`config.mk`:
```
export PLATFORM = sky130hd
export DESIGN_NAME = disp_timing_gen
export DESIGN_NICKNAME = d
export VERILOG_FILES = /design/src/rtl/dtg_pkg.sv /design/src/rtl/dtg_axis_decode.sv /design/src/rtl/dtg_out_pol.sv /design/src/rtl/disp_timing_gen.sv
export SDC_FILE = /design/constraint.sdc
export NUM_CORES = 1
export LEC_CHECK = 0
export ABC_AREA = 1
export ABC_CLOCK_PERIOD_IN_PS = 11100
export BUFFER_PORTS_ARGS = -buffer_cell sky130_fd_sc_hd__buf_2
export CORE_ASPECT_RATIO = 0.9
export CORE_UTILIZATION = 32
export CTS_CLUSTER_DIAMETER = 30
export DETAILED_ROUTE_END_ITERATION = 8
export GPL_TIMING_DRIVEN = 1
export HOLD_SLACK_MARGIN = 0.06
export PLACE_DENSITY = 0.59
export SLEW_MARGIN = 20
export SYNTH_ARGS = -nofsm -noshare
export SYNTH_HDL_FRONTEND = slang
export SYNTH_SLANG_ARGS = --single-unit
```
`constraint.sdc`:
```
create_clock -name clk -period 11.1 [get_ports clk]
set_input_delay 0 -clock clk [delete_from_list [all_inputs] [get_ports clk]]
set_output_delay 0 -clock clk [all_outputs]
set_load 0.005 [all_outputs]
```
`src/rtl/dtg_pkg.sv`:
```
package dtg_pkg;
    // Interlace variant encoding, as seen on ilace_mode
    typedef enum logic [1:0] {
        IL_PROG = 2'b00,
        IL_ALT  = 2'b01,
        IL_EVEN = 2'b10,
        IL_ODD  = 2'b11
    } ilace_e;
endpackage

```
`src/rtl/dtg_axis_decode.sv`:
```
// Decodes one axis counter into sync / active window and active offset.
module dtg_axis_decode #(
    parameter int CNT_W = 12,
    parameter int PW_W  = 8,
    parameter int EXT_W = 11
) (
    input  logic [CNT_W-1:0] cnt,
    input  logic [PW_W-1:0]  sync_m1,
    input  logic [PW_W-1:0]  porch_m1,
    input  logic [EXT_W-1:0] ext_m1,
    output logic             in_sync,
    output logic             in_act,
    output logic [EXT_W-1:0] offset
);
    localparam int BASE_W = (CNT_W > EXT_W) ? CNT_W : EXT_W;
    localparam int SUM_W  = ((BASE_W > PW_W) ? BASE_W : PW_W) + 2;

    logic [SUM_W-1:0] cnt_e;
    logic [SUM_W-1:0] start_e;
    logic [SUM_W-1:0] stop_e;

    always_comb begin
        cnt_e   = SUM_W'(cnt);
        start_e = SUM_W'(sync_m1) + SUM_W'(porch_m1) + SUM_W'(2);
        stop_e  = start_e + SUM_W'(ext_m1);
        in_sync = cnt_e <= SUM_W'(sync_m1);
        in_act  = (cnt_e >= start_e) && (cnt_e <= stop_e);
        offset  = EXT_W'(cnt_e - start_e);
    end
endmodule

```
`src/rtl/dtg_out_pol.sv`:
```
// Output stage: maps raw active flags to pin levels with per-pin inversion.
module dtg_out_pol #(
    parameter int N = 3
) (
    input  logic [N-1:0] act,
    input  logic [N-1:0] act_level,
    input  logic [N-1:0] inv,
    output logic [N-1:0] level
);
    for (genvar g = 0; g < N; g++) begin : g_pin
        assign level[g] = (act[g] ? act_level[g] : ~act_level[g]) ^ inv[g];
    end
endmodule

```
`src/rtl/disp_timing_gen.sv`:
```
module disp_timing_gen
    import dtg_pkg::*;
#(
    parameter int DIM_W = 11,
    parameter int PER_W = 12,
    parameter int PW_W  = 8
) (
    input  logic             clk,
    input  logic             rst_n,
    input  logic             pix_ce,
    input  logic             disp_en,
    input  logic             cont_mode,
    input  logic [DIM_W-1:0] act_w_m1,
    input  logic [DIM_W-1:0] act_h_m1,
    input  logic [PER_W-1:0] h_total_m1,
    input  logic [PW_W-1:0]  h_bp_m1,
    input  logic [PW_W-1:0]  h_sw_m1,
    input  logic [PER_W-1:0] v_total_m1,
    input  logic [PW_W-1:0]  v_bp_m1,
    input  logic [PW_W-1:0]  v_sw_m1,
    input  logic             hs_inv,
    input  logic             vs_inv,
    input  logic             de_inv,
    input  logic [1:0]       ilace_mode,
    output logic             hsync,
    output logic             vsync,
    output logic             de,
    output logic             busy,
    output logic             eof,
    output logic             field,
    output logic [DIM_W-1:0] pix_x,
    output logic [DIM_W-1:0] line_y
);
    localparam int LN_W = DIM_W + 1;  // line number incl. field bit
    localparam int CMP_W = DIM_W + 2; // room for line + step

    typedef struct packed {
        logic [DIM_W-1:0] act_w;
        logic [DIM_W-1:0] act_h;
        logic [PER_W-1:0] h_tot;
        logic [PER_W-1:0] v_tot;
        logic [PW_W-1:0]  h_bp;
        logic [PW_W-1:0]  h_sw;
        logic [PW_W-1:0]  v_bp;
        logic [PW_W-1:0]  v_sw;
        logic             hs_inv;
        logic             vs_inv;
        logic             de_inv;
        ilace_e           ilace;
    } cfg_t;

    typedef struct packed {
        logic             run;
        logic [PER_W-1:0] hc;
        logic [PER_W-1:0] vc;
        logic             field;
        logic             en_prev;
        logic             req;
        logic             eof;
        cfg_t             cfg;
    } st_t;

    st_t  st_q, st_d;
    cfg_t cfg_in;

    always_comb begin
        cfg_in.act_w  = act_w_m1;
        cfg_in.act_h  = act_h_m1;
        cfg_in.h_tot  = h_total_m1;
        cfg_in.v_tot  = v_total_m1;
        cfg_in.h_bp   = h_bp_m1;
        cfg_in.h_sw   = h_sw_m1;
        cfg_in.v_bp   = v_bp_m1;
        cfg_in.v_sw   = v_sw_m1;
        cfg_in.hs_inv = hs_inv;
        cfg_in.vs_inv = vs_inv;
        cfg_in.de_inv = de_inv;
        cfg_in.ilace  = ilace_e'(ilace_mode);
    end

    // ---------------- axis decode ----------------
    logic             h_sync, h_act, v_sync, v_win;
    logic [DIM_W-1:0] h_off, v_row;

    dtg_axis_decode #(.CNT_W(PER_W), .PW_W(PW_W), .EXT_W(DIM_W)) u_hdec (
        .cnt     (st_q.hc),
        .sync_m1 (st_q.cfg.h_sw),
        .porch_m1(st_q.cfg.h_bp),
        .ext_m1  (st_q.cfg.act_w),
        .in_sync (h_sync),
        .in_act  (h_act),
        .offset  (h_off)
    );

    dtg_axis_decode #(.CNT_W(PER_W), .PW_W(PW_W), .EXT_W(DIM_W)) u_vdec (
        .cnt     (st_q.vc),
        .sync_m1 (st_q.cfg.v_sw),
        .porch_m1(st_q.cfg.v_bp),
        .ext_m1  (st_q.cfg.act_h),
        .in_sync (v_sync),
        .in_act  (v_win),
        .offset  (v_row)
    );

    // ---------------- field / line mapping ----------------
    logic            il;
    logic [LN_W-1:0] line_full;
    logic            v_act, last_line;
    logic            de_raw, hs_raw, vs_raw;

    always_comb begin
        il        = st_q.cfg.ilace != IL_PROG;
        line_full = il ? {v_row, st_q.field} : {1'b0, v_row};
        v_act     = v_win && (line_full <= {1'b0, st_q.cfg.act_h});
        last_line = (CMP_W'(line_full) + (il ? CMP_W'(2) : CMP_W'(1)))
                    > CMP_W'(st_q.cfg.act_h);
        de_raw    = st_q.run && h_act && v_act;
        hs_raw    = st_q.run && h_sync;
        vs_raw    = st_q.run && v_sync;
    end

    // ---------------- next state ----------------
    logic rise, h_end, v_end, go_on, wrap;

    always_comb begin
        st_d         = st_q;
        st_d.eof     = 1'b0;
        st_d.en_prev = disp_en;
        rise  = disp_en && !st_q.en_prev;
        h_end = st_q.hc == st_q.cfg.h_tot;
        v_end = st_q.vc == st_q.cfg.v_tot;
        go_on = (cont_mode && disp_en) || st_q.req;
        wrap  = st_q.run && pix_ce && h_end && v_end && go_on;

        if (!st_q.run) begin
            if (st_q.req) begin
                st_d.run   = 1'b1;
                st_d.hc    = '0;
                st_d.vc    = '0;
                st_d.cfg   = cfg_in;
                st_d.field = cfg_in.ilace == IL_ODD;
                st_d.req   = 1'b0;
            end
        end else if (pix_ce) begin
            st_d.eof = de_raw && (h_off == st_q.cfg.act_w) && last_line;
            if (h_end) begin
                st_d.hc = '0;
                if (v_end) begin
                    st_d.vc = '0;
                    if (go_on) begin
                        st_d.cfg   = cfg_in;
                        st_d.field = (cfg_in.ilace == IL_ALT) ? !st_q.field
                                                              : (cfg_in.ilace == IL_ODD);
                        st_d.req   = 1'b0;
                    end else begin
                        st_d.run = 1'b0;
                    end
                end else begin
                    st_d.vc = st_q.vc + 1'b1;
                end
            end else begin
                st_d.hc = st_q.hc + 1'b1;
            end
        end
        st_d.req = st_d.req | rise;
    end

    always_ff @(posedge clk or negedge rst_n) begin
        if (!rst_n) st_q <= '0;
        else        st_q <= st_d;
    end

    // ---------------- outputs ----------------
    logic [2:0] pin_lvl;

    dtg_out_pol #(.N(3)) u_pol (
        .act      ({de_raw, vs_raw, hs_raw}),
        .act_level(3'b100),
        .inv      ({st_q.cfg.de_inv, st_q.cfg.vs_inv, st_q.cfg.hs_inv}),
        .level    (pin_lvl)
    );

    assign hsync  = pin_lvl[0];
    assign vsync  = pin_lvl[1];
    assign de     = pin_lvl[2];
    assign busy   = st_q.run;
    assign eof    = st_q.eof;
    assign field  = st_q.field;
    assign pix_x  = de_raw ? h_off : '0;
    assign line_y = de_raw ? line_full[DIM_W-1:0] : '0;

    // ---------------- assertions ----------------
    p_eof_pulse_r6: assert property (@(posedge clk) disable iff (!rst_n)
        eof |=> !eof);

    p_eof_follows_de_r6: assert property (@(posedge clk) disable iff (!rst_n)
        eof |-> $past(de_raw));

    p_hc_bound_r2: assert property (@(posedge clk) disable iff (!rst_n)
        busy |-> (st_q.hc <= st_q.cfg.h_tot));

    p_vs_start_r3: assert property (@(posedge clk) disable iff (!rst_n)
        $rose(vs_raw) |-> (st_q.hc == '0 && st_q.vc == '0));

    p_x_range_r4: assert property (@(posedge clk) disable iff (!rst_n)
        de_raw |-> (pix_x <= st_q.cfg.act_w));

    p_cfg_hold_r10: assert property (@(posedge clk) disable iff (!rst_n)
        (st_q.run && $past(st_q.run) && !$past(wrap)) |-> $stable(st_q.cfg));
endmodule

```
# Yosys cells after proc, flatten, opt, wreduce, memory -nomap -nowiden

Index checks and enable logic that the tools add are counted.

Bits in registers: 112
Word-level logic and storage cells: 100

$add $sub $neg: 11
Magnitude comparators: 8
Equal/unequal tests: 9
Muxes and demuxes: 30
Bitwise operators: 4
Reductions and logical operators: 19

Operator list:

| cell                                                                    | number |
|---|---|
| 83-bit 2-to-1 mux                                                       | 5 |
| 85-bit 2-to-1 mux                                                       | 1 |
| 26-bit 2-to-1 mux                                                       | 3 |
| 12-bit 2-to-1 mux                                                       | 3 |
| 14-bit by 11-bit adder with 14-bit output                               | 2 |
| 12-bit by 14-bit greater-or-equal comparator with 1-bit output          | 2 |
| 12-bit by 14-bit less-or-equal comparator with 1-bit output             | 2 |
| 12-bit by 1-bit adder with 12-bit output, second input constant         | 2 |
| 12-bit == test                                                          | 2 |
| 12-bit by 8-bit less-or-equal comparator with 1-bit output              | 2 |
| 11-bit 2-to-1 mux                                                       | 2 |
| 11-bit subtractor                                                       | 2 |
| 9-bit by 2-bit adder with 10-bit output, second input constant          | 2 |
| 8-bit by 8-bit adder with 9-bit output                                  | 2 |
| 1-bit 2-to-1 mux                                                        | 14 |
| 12-bit by 2-bit adder with 13-bit output                                | 1 |
| 13-bit by 11-bit > comparator with 1-bit output                         | 1 |
| 13-bit 2-to-1 mux                                                       | 1 |
| 12-bit by 11-bit less-or-equal comparator with 1-bit output             | 1 |
| 11-bit == test                                                          | 1 |
| 1-bit logical AND                                                       | 11 |
| 2-bit by 1-bit inequality test with 1-bit output, second input constant | 3 |
| 5-bit AND reduction                                                     | 1 |
| 2-bit nonzero test                                                      | 2 |
| 10 further kinds                                                        | 13 |

# Depth between registers and ports, before layout

Depth after elaboration: 12
Mapped depth: 33

# Hierarchy

A second synthesis with hierarchy kept.

Cell total of the unflattened synthesis: 1811
Area total of the unflattened synthesis: 11553.6 µm²

Modules (own cells, without submodules):

| module                    | times used | cells an instance | area each (µm²) |
|---|---|---|---|
| disp_timing_gen           | 1          | 1103              | 7322.0 |
| dtg_axis_decode at u_hdec | 1          | 340               | 2077.0 |
| dtg_axis_decode at u_vdec | 1          | 341               | 2049.5 |
| dtg_out_pol               | 1          | 27                | 105.1 |

# Least setup slack after synthesis

Ideal clock, no wire load.

Path type: reg-to-output
From: register st_q[6] in the netlist's numbering
To: output port line_y[1]
Arrival: 4.218 ns
Required time: 11.100 ns
Path slack: 6.882 ns
Cell stages (with the launch flop): 34
Cells stage by stage: dfrtp_1 -> inv_1 -> ha_1 -> inv_1 -> ha_1 -> fa_1 -> a21oi_1 -> o21bai_1 -> nand2_1 -> a21oi_1 -> nor2_1 -> nor2_1 -> o21ai_0 -> inv_1 -> ha_1 -> nand2_1 -> nor3_1 -> nand3_1 -> o2111ai_1 -> xor2_1 -> ha_1 -> nand2_1 -> inv_1 -> nand3_1 -> nor3_1 -> nand2_1 -> nand2_1 -> nand3_1 -> nor2_1 -> nand3_1 -> nor2_2 -> inv_2 -> buf_6 -> a21oi_2

Cells in the longest elaborated chain, start to end: 8
Elaborated cells on any way between the ends: 12
Classes of those cells: 4 x add/sub; 3 x order compare; 2 x mux; 3 x reduce/logical

RTL lines:

| element                                                                                                 | line                                          | source |
|---|---|---|
| start: declaration                                                                                      | disp_timing_gen.sv:63                         | `st_t st_q, st_d;` |
| start signal: assignment                                                                                | disp_timing_gen.sv:170                        | `else st_q <= st_d;` |
| 8-bit by 8-bit adder with 9-bit output (*)                                                              | dtg_axis_decode.sv:24                         | `start_e = SUM_W'(sync_m1) + SUM_W'(porch_m1) + SUM_W'(2);` |
| 9-bit by 2-bit adder with 10-bit output (*)                                                             | dtg_axis_decode.sv:24                         |  |
| 14-bit by 11-bit adder with 14-bit output / 11-bit subtractor (equally long branches)                   | dtg_axis_decode.sv:25, dtg_axis_decode.sv:28  |  |
| 12-bit by 14-bit less-or-equal comparator with 1-bit output / 12-bit 2-to-1 mux (equally long branches) | dtg_axis_decode.sv:27, disp_timing_gen.sv:113 |  |
| 1-bit logical AND / 12-bit by 11-bit less-or-equal comparator with 1-bit output (equally long branches) | dtg_axis_decode.sv:27, disp_timing_gen.sv:114 |  |
| 1-bit logical AND                                                                                       | disp_timing_gen.sv:114                        | `v_act = v_win && (line_full <= {1'b0, st_q.cfg.act_h});` |
| 1-bit logical AND                                                                                       | disp_timing_gen.sv:117                        | `de_raw = st_q.run && h_act && v_act;` |
| 11-bit 2-to-1 mux (*)                                                                                   | disp_timing_gen.sv:190                        | `assign line_y = de_raw ? line_full[DIM_W-1:0] : '0;` |
| end: declaration                                                                                        | disp_timing_gen.sv:32                         | `output logic [DIM_W-1:0] line_y` |

Every way passes the cells marked *; elsewhere a longest branch is shown, timed or not.

# Worst setup path after layout

From: register st_q[6] in the netlist's numbering
To: output port pix_x[10]

Cells in the longest elaborated chain, start to end: 8
Elaborated cells on any way between the ends: 12
Classes of those cells: 4 x add/sub; 3 x order compare; 2 x mux; 3 x reduce/logical

RTL lines:

| element                                                                                                 | line                                          | source |
|---|---|---|
| 8-bit by 8-bit adder with 9-bit output (*)                                                              | dtg_axis_decode.sv:24                         |  |
| 9-bit by 2-bit adder with 10-bit output (*)                                                             | dtg_axis_decode.sv:24                         |  |
| 14-bit by 11-bit adder with 14-bit output / 11-bit subtractor (equally long branches)                   | dtg_axis_decode.sv:25, dtg_axis_decode.sv:28  |  |
| 12-bit by 14-bit less-or-equal comparator with 1-bit output / 12-bit 2-to-1 mux (equally long branches) | dtg_axis_decode.sv:27, disp_timing_gen.sv:113 |  |
| 1-bit logical AND / 12-bit by 11-bit less-or-equal comparator with 1-bit output (equally long branches) | dtg_axis_decode.sv:27, disp_timing_gen.sv:114 |  |
| 1-bit logical AND (*)                                                                                   | disp_timing_gen.sv:114                        |  |
| 1-bit logical AND (*)                                                                                   | disp_timing_gen.sv:117                        |  |
| 11-bit 2-to-1 mux (*)                                                                                   | disp_timing_gen.sv:189                        | `assign pix_x = de_raw ? h_off : '0;` |
| end: declaration                                                                                        | disp_timing_gen.sv:31                         | `output logic [DIM_W-1:0] pix_x,` |

Marked as above.

==> metrics.yaml <==
status:
  status: "finished, final reports clean"
worst_setup_path:
  crit_buf_inv: 6
  slowest_delay_ns: 0.41
  critPathMaxFanout: 22
  cp_top_family: "adder cells"
  slowest_stage: "fa_1"
  crit_path_frequent_cell: "nand2_1"
  cp-start-kind: "flop"
  reg2reg_slack_ns: 6.17
  cp_data_arrival_time_ns: 5.42
  critPathRequiredTime_ns: 11.10
  end_kind: "output pin"
  crit_type: "flop to output pin"
clock_tree:
  clk_pin_slew_ns: 0.08
  cts-root-buf: "clkbuf_16"
  clock_path_buffers: 2
  cts_tree: "done"
  cts_resized: 0
  cts_made_buffers: 9
  clkSinkCount: 112
  htree_num_levels: 3
  insertion_delay_ns: 0.37
  cts_setup_buffers: 0
logic_synthesis:
  syn_area_mm2: 0.01001
  synth-seq-cells: 112
  dominantRegCellSynth: "dfrtp_1"
  syn_area_per_cell_um2: 7.170
  synth_edf_count: 0
  synth_warnings: 0
  async_flop_share: 1.000
  syn_inst: 1396
  syn-num-nets: 1625
  synth_seq_area_share: 0.2800
  ys_types: 46
power:
  vdd_ir_drop_max_mv: 0.09822
  leakage_nw: 6.556
  cellPowerDensity_mw_per_mm2: 213.3
  p_total_mw: 2.584
routing:
  drc: 0
  top_layer: "met4"
  drtIter0Drc: 592
  post_drt_wl_per_cell_um: 14.88
  dr_wl_met2_um: 13090
  vias_per_cell: 4.807
  wl_met1_um: 14790
  dr.pass1.iters: 5
  routed-wl-met3_um: 1265
  antenna_left: 0
  routed_wl_um: 29730
  vias: 9605
die:
  die-width_um: 188.4
  ioPinCount: 116
  fp.dieH_um: 169.8
  core-area_mm2: 0.03083
  fp-row-count: 61
  initial_utilization: 0.3246
  die_area_mm2: 0.03199
global_route:
  grt_pass1_vias: 9274
  grt_overflow_total: 0
  antenna_found_initial: 0
  grt_usage: 0.1889
  grt_pass1_wl_um: 47740
  grt_max_degree: 62
sta:
  max_slew_margin: 0.3434
  hold_viol: 0
  holdWs_ns: 0.2135
  worst_clock_skew_ns: 0.01040
  worst_pin_slew_ns: 0.9835
  period_needed_ns: 5.417
  fmax_mhz: 184.6
  grt_setup_unrepaired: "no"
  fin_setup_tns_ns: 0
  report.final.slew_viol_count: 0
  fin_crit_sh: 0.4880
  finalSetupViolations: 0
final_layout:
  drive_gt1_frac: 0.1051
  fillers: 3275
  final_nets: 1813
  final-seq-area_mm2: 0.002803
  diodes: 0
  stdcell_area_mm2: 0.01212
  multi_input_area_mm2: 0.006290
  area_growth_pct: 21.04
  final-instance-count-excl-fill: 1998
placed_design:
  place_area_mm2: 0.01095
  dp_cells: 1896
  io_buffers: 115
  hpwl_um: 23480
  gp_congestion: 0.9068
flow_run:
  maxCapViolations: 0
worst_hold_path:
  min_path_type: "primary input to flop"
==> state kept, by name, indices dropped and copies added (netlist names) <==
signal,count
eof,1
field,1
busy,1
st_q,109
==> tightest hold or removal path, delay by kind of cell <==
| family | cells | cell delay [ns] |
|---|---|---|
| buffers and inverters | 2 | 0.30 |
| AND/OR/NAND/NOR | 1 | 0.09 |
| AO/OA/AOI/OAI | 1 | 0.16 |
==> report_power, final <==
group | internal [mW] | switching, mW | total (mW)
registers | 0.463 | 0.0915 | 0.555
logic | 0.645 | 1.04 | 1.68
clock network | 0.163 | 0.184 | 0.346
total | 1.27 | 1.31 | 2.58
==> final timing paths <==
check | from | end | cells after the start
max | st_q[6]$_DFFE_PN0P_ | pix_x[10] | 33
min reg2reg | st_q[85]$_DFF_PN0_ | st_q[84]$_DFF_PN0_ | 1
min | pix_ce | st_q[90]$_DFFE_PN0P_ | 4
max in group asynchronous | rst_n | st_q[94]$_DFFE_PN0P_ | 3
min in group asynchronous | rst_n | st_q[77]$_DFFE_PN0P_ | 2
max reg2reg | st_q[6]$_DFFE_PN0P_ | eof$_DFF_PN0_ | 32
==> synth_stat cells, types with 2 or more instances <==
master	count	share of area
nand2_1	389	0.15
inv_1	193	0.072
ha_1	135	0.17
dfrtp_1	112	0.28
nand3_1	95	0.048
nor2_1	94	0.035
a21oi_1	79	0.040
o21ai_0	73	0.036
xor2_1	58	0.051
nor3_1	22	0.011
nand4_1	17	0.011
buf_2	14	0.0070
nand2_2	14	0.0087
xnor2_1	13	0.011
o22ai_1	8	0.0050
o21a_1	7	0.0052
clkbuf_1	6	0.0022
fa_1	6	0.012
o21bai_1	6	0.0045
buf_6	5	0.0056
nand3b_1	4	0.0030
or2_2	4	0.0025
a21oi_2	3	0.0026
a22oi_1	3	0.0022
and2_1	3	0.0019
nor2_2	3	0.0019
o221ai_1	3	0.0026
o31ai_1	3	0.0022
inv_2	2	0.00075
nor2_4	2	0.0022
nor4_1	2	0.0012
nor4_2	2	0.0025
o2111ai_1	2	0.0018
o21ai_1	2	0.0010
==> cells by family after synthesis <==
kind of cell | synth area share
adders and majority gates | 0.1808
AOI/OAI and AO/OA | 0.1063
xor gates and xnor gates | 0.06438
and+or+nand+nor | 0.2770
buffers and inverters | 0.09162
DFF | 0.2800
==> area by class of cell <==
| class | instances | share of cell area |
|---|---|---|
| Sequential cell | 112 | 0.2313 |
| Inverter | 196 | 0.06072 |
| Multi-Input combinational cell | 1060 | 0.5192 |
| Tap cell | 409 | 0.04224 |
| Clock buffer | 9 | 0.01859 |
| Timing Repair Buffer | 205 | 0.1212 |
| Clock inverter | 7 | 0.006713 |
==> metal layers <==
metal  track usage  vias up
met4       0.04909        0
met2        0.3040      229
li1              -     4903
met1        0.2623     4430
met3       0.02978       43
met5             0        -
==> cell usage in the layout (no fill, tap or decap), types with 3 or more instances in the layout <==
| cell | n |
|---|---|
| inv_1 | 193 |
| a22oi_1 | 3 |
| xor2_1 | 58 |
| nand3_1 | 95 |
| nor2_1 | 94 |
| a21oi_1 | 79 |
| buf_2 | 114 |
| o21bai_1 | 6 |
| xnor2_1 | 13 |
| and2_1 | 3 |
| a21oi_2 | 3 |
| o21ai_0 | 73 |
| ha_1 | 135 |
| nor2_2 | 3 |
| nor3_1 | 22 |
| o22ai_1 | 8 |
| nand2_1 | 389 |
| nand2_2 | 14 |
| or2_2 | 4 |
| o221ai_1 | 3 |
| nand3b_1 | 4 |
| o21a_1 | 7 |
| o31ai_1 | 3 |
| fa_1 | 6 |
| dfrtp_1 | 112 |
| clkbuf_16 | 9 |
| dlygate4sd3_1 | 86 |
| buf_4 | 5 |
| nand4_1 | 17 |
==> metrics by stage <==
step | setup slack [ns] | util
2_1_floorplan | 6.882 | -
5_1_grt | 5.192 | 0.3929
3_5_place_dp | 6.026 | 0.3551
6_report | 5.683 | 0.3929
4_1_cts | 5.623 | 0.3929
3_3_place_gp | 6.175 | 0.3551
==> timing repair <==
item | CTS | global route
setup endpoints to repair | 0 | 0
hold endpoints to repair | 139 | 0
hold buffers | 86 | 0
Power figures use the tool's default switching activity.
